`config.mk`:
```
export PLATFORM = sky130hd
export DESIGN_NAME = ilv_route_dec
export DESIGN_NICKNAME = d
export VERILOG_FILES = /design/src/rtl/ilv_dec_pkg.sv /design/src/rtl/ilv_dec_cfg.sv /design/src/rtl/ilv_dec_pick.sv /design/src/rtl/ilv_route_dec.sv
export SDC_FILE = /design/constraint.sdc
export NUM_CORES = 1
export LEC_CHECK = 0
export CAP_MARGIN = 20
export CORE_ASPECT_RATIO = 0.9
export CORE_UTILIZATION = 60
export DETAILED_ROUTE_END_ITERATION = 12
export DONT_BUFFER_PORTS = 1
export HOLD_SLACK_MARGIN = 0.02
export PLACE_DENSITY_LB_ADDON = 0.25
export SLEW_MARGIN = 15
export SYNTH_ARGS = -nofsm -noshare
export SYNTH_HDL_FRONTEND = slang
export SYNTH_HIERARCHICAL = 1
export SYNTH_SLANG_ARGS = --single-unit
```
`constraint.sdc`:
```
create_clock -name clk -period 4.7 [get_ports clk]
set_input_delay 0.235 -clock clk [delete_from_list [all_inputs] [get_ports clk]]
set_output_delay 0.235 -clock clk [all_outputs]
set_load 0.05 [all_outputs]
```
`src/rtl/ilv_dec_pkg.sv`:
```
package ilv_dec_pkg;
    typedef enum logic [2:0] {
        FLD_BASE   = 3'd0,
        FLD_LEN    = 3'd1,
        FLD_WAYS   = 3'd2,
        FLD_GRAN   = 3'd3,
        FLD_TGT    = 3'd4,
        FLD_COMMIT = 3'd5,
        FLD_LOCK   = 3'd6
    } fld_e;

    localparam int GRAN_MIN_LOG  = 8;
    localparam int GRAN_CODE_MAX = 6;
endpackage

```
`src/rtl/ilv_dec_cfg.sv`:
```
module ilv_dec_cfg
    import ilv_dec_pkg::*;
#(
    parameter int ADDR_W       = 48,
    parameter int DATA_W       = 64,
    parameter int TGT_W        = 4,
    parameter int WAYS_LOG_MAX = 3,
    parameter int WL_W         = 2,
    parameter int GC_W         = 3
) (
    input  logic                              clk,
    input  logic                              rst_n,
    input  logic                              wr_en,
    input  logic [2:0]                        wr_sel,
    input  logic [DATA_W-1:0]                 wr_data,
    input  logic                              parent_en,
    input  logic [ADDR_W-1:0]                 parent_base,
    input  logic [ADDR_W-1:0]                 parent_len,
    input  logic [WL_W-1:0]                   parent_ways_log,
    input  logic [GC_W-1:0]                   parent_gran_code,
    output logic [ADDR_W-1:0]                 base,
    output logic [ADDR_W-1:0]                 len,
    output logic [WL_W-1:0]                   ways_log,
    output logic [GC_W-1:0]                   gran_code,
    output logic [(1<<WAYS_LOG_MAX)*TGT_W-1:0] tgt_flat,
    output logic                              committed
);
    localparam int NTGT  = 1 << WAYS_LOG_MAX;
    localparam int IDX_W = WAYS_LOG_MAX;

    typedef struct packed {
        logic [ADDR_W-1:0]               base;
        logic [ADDR_W-1:0]               len;
        logic [WL_W-1:0]                 wl;
        logic [GC_W-1:0]                 gc;
        logic [NTGT-1:0][TGT_W-1:0]      tgt;
        logic                            committed;
        logic                            locked;
    } cfg_t;

    cfg_t s_d, s_q;

    logic [ADDR_W:0] end_s, end_p;
    logic            own_ok, parent_ok, cfg_ok;
    logic [GC_W:0]   gc_need;

    always_comb begin
        end_s     = {1'b0, s_q.base} + {1'b0, s_q.len};
        end_p     = {1'b0, parent_base} + {1'b0, parent_len};
        gc_need   = {1'b0, parent_gran_code} + (GC_W+1)'(parent_ways_log);
        own_ok    = (s_q.len != '0) && (int'(s_q.gc) <= GRAN_CODE_MAX)
                    && (int'(s_q.wl) <= WAYS_LOG_MAX);
        parent_ok = (s_q.base >= parent_base) && (end_s <= end_p)
                    && ({1'b0, s_q.gc} == gc_need);
        cfg_ok    = own_ok && (!parent_en || parent_ok);

        s_d = s_q;
        if (wr_en && !s_q.locked) begin
            case (fld_e'(wr_sel))
                FLD_BASE: begin
                    s_d.base      = wr_data[ADDR_W-1:0];
                    s_d.committed = 1'b0;
                end
                FLD_LEN: begin
                    s_d.len       = wr_data[ADDR_W-1:0];
                    s_d.committed = 1'b0;
                end
                FLD_WAYS: begin
                    s_d.wl        = wr_data[WL_W-1:0];
                    s_d.committed = 1'b0;
                end
                FLD_GRAN: begin
                    s_d.gc        = wr_data[GC_W-1:0];
                    s_d.committed = 1'b0;
                end
                FLD_TGT: begin
                    s_d.tgt[wr_data[8 +: IDX_W]] = wr_data[TGT_W-1:0];
                    s_d.committed = 1'b0;
                end
                FLD_COMMIT: s_d.committed = wr_data[0] && cfg_ok;
                FLD_LOCK:   s_d.locked    = s_q.locked | wr_data[0];
                default: ;
            endcase
        end
    end

    always_ff @(posedge clk) begin
        if (!rst_n) s_q <= '0;
        else        s_q <= s_d;
    end

    assign base      = s_q.base;
    assign len       = s_q.len;
    assign ways_log  = s_q.wl;
    assign gran_code = s_q.gc;
    assign tgt_flat  = s_q.tgt;
    assign committed = s_q.committed;

    // a locked decoder keeps its whole programming
    assert_lock_hold_R9: assert property (@(posedge clk) disable iff (!rst_n)
        s_q.locked |=> ($stable(base) && $stable(len) && $stable(ways_log)
                        && $stable(gran_code) && $stable(tgt_flat) && $stable(committed)));

    // nothing illegal is ever active
    assert_commit_legal_R7: assert property (@(posedge clk) disable iff (!rst_n)
        committed |-> (len != '0) && (int'(gran_code) <= GRAN_CODE_MAX));

    // granularity matches the parent at the moment of commit
    assert_xlf_gran_R8: assert property (@(posedge clk) disable iff (!rst_n)
        ($rose(committed) && $past(parent_en))
            |-> ({1'b0, gran_code} == $past(gc_need)));
endmodule

```
`src/rtl/ilv_dec_pick.sv`:
```
module ilv_dec_pick
    import ilv_dec_pkg::*;
#(
    parameter int ADDR_W       = 48,
    parameter int TGT_W        = 4,
    parameter int WAYS_LOG_MAX = 3,
    parameter int WL_W         = 2,
    parameter int GC_W         = 3
) (
    input  logic [ADDR_W-1:0]                  addr,
    input  logic [ADDR_W-1:0]                  base,
    input  logic [ADDR_W-1:0]                  len,
    input  logic [WL_W-1:0]                    ways_log,
    input  logic [GC_W-1:0]                    gran_code,
    input  logic [(1<<WAYS_LOG_MAX)*TGT_W-1:0] tgt_flat,
    input  logic                               committed,
    output logic                               hit,
    output logic [TGT_W-1:0]                   tgt
);
    localparam int IDX_W = WAYS_LOG_MAX;

    logic [ADDR_W-1:0] off, chunk;
    logic [IDX_W-1:0]  mask, idx;

    always_comb begin
        off   = addr - base;
        hit   = committed && (addr >= base) && (off < len);
        chunk = addr >> (GRAN_MIN_LOG + int'(gran_code));
        mask  = IDX_W'((1 << ways_log) - 1);
        idx   = chunk[IDX_W-1:0] & mask;
        tgt   = hit ? tgt_flat[int'(idx)*TGT_W +: TGT_W] : '0;
    end
endmodule

```
`src/rtl/ilv_route_dec.sv`:
```
module ilv_route_dec
    import ilv_dec_pkg::*;
#(
    parameter int ADDR_W       = 48,
    parameter int DATA_W       = 64,
    parameter int TGT_W        = 4,
    parameter int WAYS_LOG_MAX = 3,
    parameter int WL_W         = 2,
    parameter int GC_W         = 3
) (
    input  logic              clk,
    input  logic              rst_n,
    input  logic              in_valid,
    output logic              in_ready,
    input  logic [ADDR_W-1:0] in_addr,
    output logic              out_valid,
    input  logic              out_ready,
    output logic [ADDR_W-1:0] out_addr,
    output logic [TGT_W-1:0]  out_tgt,
    output logic              out_hit,
    input  logic              cfg_wr_en,
    input  logic [2:0]        cfg_sel,
    input  logic [DATA_W-1:0] cfg_wdata,
    input  logic              parent_en,
    input  logic [ADDR_W-1:0] parent_base,
    input  logic [ADDR_W-1:0] parent_len,
    input  logic [WL_W-1:0]   parent_ways_log,
    input  logic [GC_W-1:0]   parent_gran_code,
    output logic              committed
);
    localparam int NTGT = 1 << WAYS_LOG_MAX;

    logic [ADDR_W-1:0]      c_base, c_len;
    logic [WL_W-1:0]        c_wl;
    logic [GC_W-1:0]        c_gc;
    logic [NTGT*TGT_W-1:0]  c_tgt;
    logic                   p_hit;
    logic [TGT_W-1:0]       p_tgt;

    ilv_dec_cfg #(
        .ADDR_W(ADDR_W), .DATA_W(DATA_W), .TGT_W(TGT_W),
        .WAYS_LOG_MAX(WAYS_LOG_MAX), .WL_W(WL_W), .GC_W(GC_W)
    ) u_cfg (
        .clk(clk), .rst_n(rst_n),
        .wr_en(cfg_wr_en), .wr_sel(cfg_sel), .wr_data(cfg_wdata),
        .parent_en(parent_en), .parent_base(parent_base), .parent_len(parent_len),
        .parent_ways_log(parent_ways_log), .parent_gran_code(parent_gran_code),
        .base(c_base), .len(c_len), .ways_log(c_wl), .gran_code(c_gc),
        .tgt_flat(c_tgt), .committed(committed)
    );

    ilv_dec_pick #(
        .ADDR_W(ADDR_W), .TGT_W(TGT_W), .WAYS_LOG_MAX(WAYS_LOG_MAX),
        .WL_W(WL_W), .GC_W(GC_W)
    ) u_pick (
        .addr(in_addr), .base(c_base), .len(c_len), .ways_log(c_wl),
        .gran_code(c_gc), .tgt_flat(c_tgt), .committed(committed),
        .hit(p_hit), .tgt(p_tgt)
    );

    typedef struct packed {
        logic              vld;
        logic              hit;
        logic [TGT_W-1:0]  tgt;
        logic [ADDR_W-1:0] addr;
    } out_t;

    out_t o_d, o_q;

    assign in_ready = !o_q.vld || out_ready;

    always_comb begin
        o_d = o_q;
        if (out_ready) o_d.vld = 1'b0;
        if (in_valid && in_ready) begin
            o_d.vld  = 1'b1;
            o_d.hit  = p_hit;
            o_d.tgt  = p_tgt;
            o_d.addr = in_addr;
        end
    end

    always_ff @(posedge clk) begin
        if (!rst_n) o_q <= '0;
        else        o_q <= o_d;
    end

    assign out_valid = o_q.vld;
    assign out_hit   = o_q.hit;
    assign out_tgt   = o_q.tgt;
    assign out_addr  = o_q.addr;

    // forwarded address is the accepted one, one cycle later
    assert_addr_pass_R4: assert property (@(posedge clk) disable iff (!rst_n)
        (in_valid && in_ready) |=> (out_valid && out_addr == $past(in_addr)));

    // a stalled result is held
    assert_stall_hold_R5: assert property (@(posedge clk) disable iff (!rst_n)
        (out_valid && !out_ready) |=> (out_valid && $stable(out_addr)
                                       && $stable(out_tgt) && $stable(out_hit)));

    // a miss carries no target
    assert_miss_no_tgt_R2: assert property (@(posedge clk) disable iff (!rst_n)
        (out_valid && !out_hit) |-> (out_tgt == '0));

    // nothing hits from an uncommitted decoder
    assert_uncommitted_miss_R2: assert property (@(posedge clk) disable iff (!rst_n)
        (in_valid && in_ready && !committed) |=> !out_hit);
endmodule

```
==> impl_results.md, run 1 <==
* Fill cells at 2,752
* H-tree depth at 4
* DRT iter0 DRCs at 1,494
* Area contributors post-synth: dfxtp_1 18%, ha_1 17%, nand2_1 7.5%
* Clk sinks at 189
* Post-synth top cells: 415 x nand2_1, 290 x ha_1, 189 x dfxtp_1
* Dpl hpwl at 47.2 mm
* Clock root buffer: clkbuf_16
* Port buffer count at 0
* Flop pwr share at 36.3%
* Nature of the critical path startpoint: register
* Cells after Synth at 2,670
* Setup CP Type: reg -> reg
* Die Ht at 179 um
* Clk_skew at 0.0104 ns
* Via count at 19.9k
* Tot GR Track Use at 35.6%
* Post-route ant nets at 0
* Vias in the first global route at 19.1k
* Routability cong. at 0.950
* Final number of hold-violating endpoints at 0
* Full die area at 35,400 sq um
* Syn_area_per_cell at 7.78 sq um
* Top-count cell post-synth: nand2_1
* Switching share of total power at 35.1%
* Psw at 1740 uW
* Worst Slack Setup Final at 0.0456 ns
* CTS max path bufs at 2
* Max-slew violation count at 0
* Leading area contributor after synthesis: dfxtp_1
* Worst-Skew Late Latency at 0.46 ns
* Pleak at 0.0107 uW
* Multi-input logic area at 15,000 sq um
* Final setup fails at 0
* Core Area at 34,000 sq um
* Total grt overflow at 0
* Final core utilization at 69.7%
* Yosys reg bits at 189
* Main combinational cell family by area after synthesis: compound AO/OA/AOI/OAI gates
* Clock-pin slew on the worst setup and hold paths at 0.08 ns
* Initial antenna violation count at 7
* Layout cells sized above 1 at 5.96%
* Area Growth Syn to Fin at 14.2%
* Async SR Flop Fraction at 0%
* Post-synth cell types at 92
* Mapped Area at 20,800 sq um
* Drt wl/cell at 20.2 um
* Outcome: completed
* Largest net degree at the start of global routing at 177
* Max-cap violations at 0
* Power Dens Cells at 208 nW/um^2
* Synth Area in XOR/XNOR at 5.60%
* Design area at 23,700 sq um
* Worst EP required at 5.01 ns
* CP arrival at 4.96 ns
* First-pass detailed-route iteration total at 5
* Register area share after synthesis at 18.2%
* DRC violations left at 0
* Post-route minimum period at 4.65 ns
* Area share of fa/ha/maj cells after synthesis at 17.8%
* Die Wd at 198 um
* Initial cell density of the core at 61.1%
* Io pins at 278
* Crit Path Max Fanout at 5
* Crit end category: register
* Clock share of power at 31.0%
* Warnings from Yosys at 6
* Final setup TNS at 0 ns
* Setup repair after global routing missed its margin: true
* Slew @ Worst Pin at 0.969 ns
* Final WL at 65.6 mm
* Pint at 3200 uW
* Layout Nets at 3,287
* Post-synthesis mux area share at 6.34%
* CTS buffer count at 17
* Sequential Area at 3790 sq um
* CTS tree: done
* Post-synth top area share at 18.2%
* Post-DP Area at 20,100 sq um
* Number of enable flip-flop cells after synthesis at 0
* Worst slew margin at 35.4%
* HP Class: in -> reg
* Synth Area in Compound Gates at 23.4%
* Post-synthesis simple-gate area fraction at 18.0%
* Syn Nets at 3,186
* First-pass GRT wire length at 99.5 mm
* Hold slack at 0.109 ns
* Combinational share of power at 32.7%
* Maximum vdd drop at 265 uV
* Row Count at 64
* Synth Flop Type: dfxtp_1
* Max Clk Rate at 0.215 GHz
* Post-place setup slack at -0.0167 ns
* Vias per Instance at 6.12
* Period utilization at 99.0%
[power groups by stage]
stage | Combinational [uW] | Clock [uW] | Sequential (uW)
floorplan | 1130 | 0 | 1810
global placement | 1310 | 0 | 1830
detailed placement | 1360 | 0 | 1830
CTS | 1540 | 1540 | 1790
global route | 1770 | 1610 | 1800
finish | 1620 | 1530 | 1790
[flip-flops by register name (all words and copies together) (netlist names)]
name             count
out_addr            48
out_hit              1
out_tgt              4
out_valid            1
u_cfg/base          48
u_cfg/gran_code      3
u_cfg/s_q            1
u_cfg/ways_log       2
u_cfg/tgt_flat      32
u_cfg/len           48
u_cfg/committed      1
[metal layers]
layer	routed length [um]	global-route usage (%)	share of wire, %	up-vias
li1	-	-	-	9530
met1	26600	43.8	41	9369
met2	31800	62.0	48	856
met3	5070	6.13	7.7	166
met4	2140	13.2	3.3	2
met5	13	0	0.020	-
[placed cells by master, fill, tap and decap left out, drive strengths merged, types with 97 or more instances in the layout]
cell type,synthesis,layout
nand2,415,415
ha,290,290
dlygate4sd3,0,272
dfxtp,189,189
a21oi,189,189
inv,181,188
a21o,132,132
o21ai,111,111
a21boi,105,105
mux2i,98,98
nor2,97,97
[per-stage QoR]
stage	total power (uW)	std cells
after floorplan	2940	2670
after CTS	4870	3236
after global placement	3140	2932
after global routing	5170	3250
final	4940	3253
after detailed placement	3180	2932
[kinds of logic (layout without fill, tap and decap cells)]
| family | after synthesis | in the layout |
|---|---|---|
| mux | 114 | 114 |
| xor+xnor | 133 | 133 |
| compound gates | 716 | 716 |
| fa+ha+maj | 294 | 294 |
| simple gates | 804 | 804 |
| flops | 189 | 189 |
| other cells | 0 | 8 |
| buf+inv | 420 | 533 |
[final cells by class]
| type | count | area share, % |
|---|---|---|
| Antenna cell | 8 | 0.0843 |
| Clock buffer | 20 | 1.88 |
| Clock inverter | 11 | 0.638 |
| Inverter | 181 | 2.86 |
| Multi-Input combinational cell | 2061 | 63.0 |
| Sequential cell | 189 | 16.0 |
| Tap cell | 462 | 2.44 |
| Timing Repair Buffer | 321 | 13.1 |
[repair_timing]
item / 4_1_cts / 5_1_grt
endpoints found under the hold margin: 188 / 0
gates cloned: 0 / 0
setup endpoints to repair: 1 / 6
gates resized for setup: 2 / 38
hold buffers: 273 / 0
buffers inserted: 0 / 9
pin swaps: 0 / 26
[critical path, cell delays in order, from the launching register on]
cell and delay (ns):
dfxtp_1 0.41, inv_1 0.13, ha_1 0.32, and3_2 0.22, a221oi_4 0.36, o21ai_2 0.13
a221o_1 0.42, a21oi_4 0.23, buf_4 0.13, buf_4 0.12, o221ai_1 0.15, xor2_1 0.18
ha_1 0.29, nand4_1 0.16, a211oi_2 0.29, nand3_1 0.17, a31oi_4 0.21, nor3_2 0.07
o21bai_4 0.27, nor3_2 0.09, nand2_1 0.08, mux2i_1 0.06
[worst paths after layout]
path	from	to	slack [ns]	depth (start not counted)
max	u_cfg/base[5]	out_tgt[2]	0.05	21
min	cfg_sel[1]	u_cfg/ways_log[0]	0.11	3
max reg2reg	u_cfg/base[5]	out_tgt[2]	0.05	21
min reg2reg	u_cfg/s_q[0]	u_cfg/s_q[0]	0.52	2
Note: power is estimated with default switching activity, not from simulation.
==> inputs of run 2 (changes only) <==
--- a/config.mk
+++ b/config.mk
@@ -14,2 +14,3 @@
 export PLACE_DENSITY_LB_ADDON = 0.25
+export SKIP_CTS_REPAIR_TIMING = 1
 export SLEW_MARGIN = 15
@@ -17,3 +18,2 @@
 export SYNTH_HDL_FRONTEND = slang
-export SYNTH_HIERARCHICAL = 1
 export SYNTH_SLANG_ARGS = --single-unit
==> constraint.sdc (replaced) <==
create_clock -name clk -period 4.7 [get_ports clk]
set_input_delay 0.47 -clock clk [delete_from_list [all_inputs] [get_ports clk]]
set_output_delay 0.47 -clock clk [all_outputs]
set_load 0.05 [all_outputs]
==> run 2 against run 1 <==
Against the previous run:
- non-clock buffer count is 189 lower
- first-iteration DRC count is 7.7% higher
- critical path depth is 4 higher
- largest power group unchanged
- die area fell by 7.5%
- clock power barely moved
- worst hold slack better by 0.024 ns
- clock skew rose by 0.0035 ns
==> impl_results.md, run 2 <==
* Outcome: completed
* Most common cell after layout, fill and taps aside: nand2_1
* Hold_sp: rst_n
* Max-slew violation count at 0 (unchanged)
* Post-synthesis mux area share at 3.97% (-2.4 points)
* Yosys reg bits at 189 (unchanged)
* Post-place setup slack at -0.194 ns (-0.177 ns)
* Hold Path Depth at 1 (-2)
* CTS buffer count at 17 (unchanged)
* Via count at 18.6k (-6.8%)
* Synth Flop Type: dfxtp_1
* Area Growth Syn to Fin at 10.8%
* First-pass GRT wire length at 90.1 mm (-9.5%)
* Setup CP Type: reg -> reg
* Drt wl/cell at 20.0 um (-1.1%)
* Design Power at 4730 uW (-4.3%)
* Synth Area in XOR/XNOR at 6.20% (+0.60 points)
* Post-synth cell types at 81 (-12%)
* Largest net degree at the start of global routing at 192 (+8.5%)
* DRT iter0 DRCs at 1,609 (+7.7%)
* Syn Nets at 3,001 (-5.8%)
* Final setup fails at 0 (unchanged)
* Post-DP Area at 20,200 sq um (+0.18%)
* Maximum vdd drop at 260 uV (-1.7%)
* Post-synthesis simple-gate area fraction at 18.5% (+0.52 points)
* Main combinational cell family by area after synthesis: compound AO/OA/AOI/OAI gates
* DRC violations left at 0 (unchanged)
* Max Clk Rate at 0.218 GHz (+1.4%)
* Clk_skew at 0.0140 ns (+0.00354 ns)
* Period utilization at 97.7% (-1.4 points)
* Fill cells at 2,624 (-4.7%)
* Worst-Skew Late Latency at 0.46 ns (about the same)
* Nature of the critical path startpoint: register
* CTS max path bufs at 2 (unchanged)
* Vias per Instance at 6.29 (+2.6%)
* Mapped Area at 19,200 sq um (-7.6%)
* Initial cell density of the core at 61.5% (+0.44 points)
* Worst Slack Setup Final at 0.110 ns (+0.0642 ns)
* Core Area at 31,200 sq um (-8.3%)
* Routability cong. at 0.980 (+3.1%)
* Clk sinks at 189 (unchanged)
* Port buffer count at 0 (unchanged)
* Crit end category: register
* Ant diodes at 0 (-8)
* Final number of hold-violating endpoints at 0 (unchanged)
* Max-cap violations at 0 (unchanged)
* Io pins at 278 (unchanged)
* Leading area contributor after synthesis: dfxtp_1
* Tot GR Track Use at 34.9% (-0.71 points)
* Die Ht at 172 um (-3.8%)
* Async SR Flop Fraction at 0% (unchanged)
* Top-count cell post-synth: nand2_1
* Dpl hpwl at 47.1 mm (-0.20%)
* Power Dens Cells at 222 nW/um^2 (+6.7%)
* Cells after Synth at 2,485 (-6.9%)
* Layout cells sized above 1 at 10.8% (+4.8 points)
* Register area share after synthesis at 19.7% (+1.5 points)
* Design area at 21,300 sq um (-10%)
* H-tree depth at 4 (unchanged)
* Worst EP required at 5.11 ns (+0.10 ns)
* Slew @ Worst Pin at 0.993 ns (+0.0233 ns)
* First-pass detailed-route iteration total at 8 (+3)
* Area share of fa/ha/maj cells after synthesis at 19.3% (+1.5 points)
* HP Class: in -> reg
* Number of enable flip-flop cells after synthesis at 0 (unchanged)
* Initial antenna violation count at 0 (-7)
* Vias in the first global route at 17.1k (-10%)
* Post-synth top area share at 19.7% (+1.5 points)
* Reg-to-reg startpoint: u_cfg.base[0]
* Clock root buffer: clkbuf_16
* Reg2Reg Depth at 25 (+19%)
* CTS tree: done
* Hold Path Sink: out_hit
* Post-route minimum period at 4.59 ns (-0.0642 ns)
* Critical R2R Capture: out_tgt[1]
* Clock-pin slew on the worst setup and hold paths at 0.08 ns (about the same)
* Worst slew margin at 33.8% (-1.6 points)
* Final WL at 58.9 mm (-10%)
* Die Wd at 191 um (-3.8%)
* Layout Nets at 3,048 (-7.3%)
* Post-route ant nets at 0 (unchanged)
* Warnings from Yosys at 0 (-6)
* Full die area at 32,700 sq um (-7.5%)
* CP arrival at 5.00 ns (+0.04 ns)
* Reg2Reg Setup Slack at 0.11 ns (+0.06 ns)
* Final core utilization at 68.2% (-1.6 points)
* Crit Path Max Fanout at 5 (unchanged)
* Post-synth top cells: 387 x nand2_1, 290 x ha_1, 189 x dfxtp_1
* Final setup TNS at 0 ns (unchanged)
* Row Count at 61 (-4.7%)
* Total grt overflow at 0 (unchanged)
* Most frequent cells in the layout: 387 x nand2_1, 279 x ha_1, 180 x inv_1
* Area contributors post-synth: dfxtp_1 20%, ha_1 19%, nand2_1 7.6%
* Synth Area in Compound Gates at 26.7% (+3.2 points)
* Syn_area_per_cell at 7.73 sq um (-0.74%)
* Pleak at 0.00951 uW (-11%)
## run 2: changes by cell type in the layout (fill, tap and decap cells not counted), sizes merged, moves of 10 or more
| cell | change |
|---|---|
| nand2 | -28 |
| o21bai | -11 |
| mux2i | -59 |
| dlygate4sd3 | -272 |
| buf | +83 |
| nor2b | -10 |
| o21ai | -15 |
| a21boi | +46 |
| a21o | +20 |
## run 2: metal layers
| metal | GRT usage, % | share of wire, % |
|---|---|---|
| met5 | 0 | 0 |
| met4 | 11.8 | 3.1 |
| met3 | 4.26 | 8.6 |
| met2 | 53.3 | 42 |
| met1 | 50.4 | 46 |
## run 2: cell type report
type	instances	area [sq um]	area share (%)
clock inverter	14	169	0.794
inverter	185	694	3.26
multi-input combinational	2007	14700	69.0
clock buffer	17	425	2.00
tap	409	512	2.41
sequential	189	3810	17.9
timing repair buffer	132	995	4.68
## run 2: critical path, cell delays in order, from the launching register on
cell	delay (ns)
dfxtp_4	0.40
ha_4	0.15
inv_2	0.04
fa_2	0.38
a21o_1	0.18
a31o_1	0.18
a21oi_2	0.17
o21ai_2	0.11
a311oi_2	0.29
buf_4	0.18
o21ai_4	0.06
a41oi_2	0.21
o22ai_2	0.13
a221oi_2	0.31
xnor2_1	0.12
ha_1	0.33
nor2b_4	0.13
o21ai_1	0.14
nand4b_1	0.12
a21oi_2	0.14
o21ai_1	0.08
a21oi_1	0.13
o21ai_1	0.08
a21oi_1	0.15
buf_4	0.17
a32o_1	0.15
## run 2: how the worst max path moves through the flow
| stage | startpoint | endpoint | slack (ns) |
|---|---|---|---|
| floorplan | in_addr[4] | out_tgt[0] | 0.15 |
| finish | u_cfg.base[0] | out_tgt[1] | 0.11 |
| CTS | u_cfg.base[0] | out_tgt[2] | -0.18 |
| global route | u_cfg.base[0] | out_tgt[1] | -0.08 |
| global placement | in_addr[0] | out_tgt[2] | -0.13 |
| detailed placement | in_addr[0] | out_tgt[2] | -0.19 |
## run 2: power breakdown
part / switching, uW / leakage, uW / total (uW) / internal, uW
logic: 801 / 0.00767 / 1450 / 654
registers: 133 / 0.00154 / 1780 / 1640
clock network: 738 / 0.000292 / 1500 / 759
total: 1670 / 0.00951 / 4730 / 3060
## run 2: metrics by stage
step,std cells,hold slack (ns)
floorplan,2485,0.449
global placement,2903,0.459
detailed placement,2903,0.495
CTS,2934,0.121
global route,2953,0.126
finish,2953,0.132
## run 2: cells by family after synthesis
family,count (synthesis)
and+or+nand+nor,765
AOI/OAI and AO/OA,754
xor gates and xnor gates,136
buffers and inverters,289
DFF,189
adders and majority gates,294
muxes,58
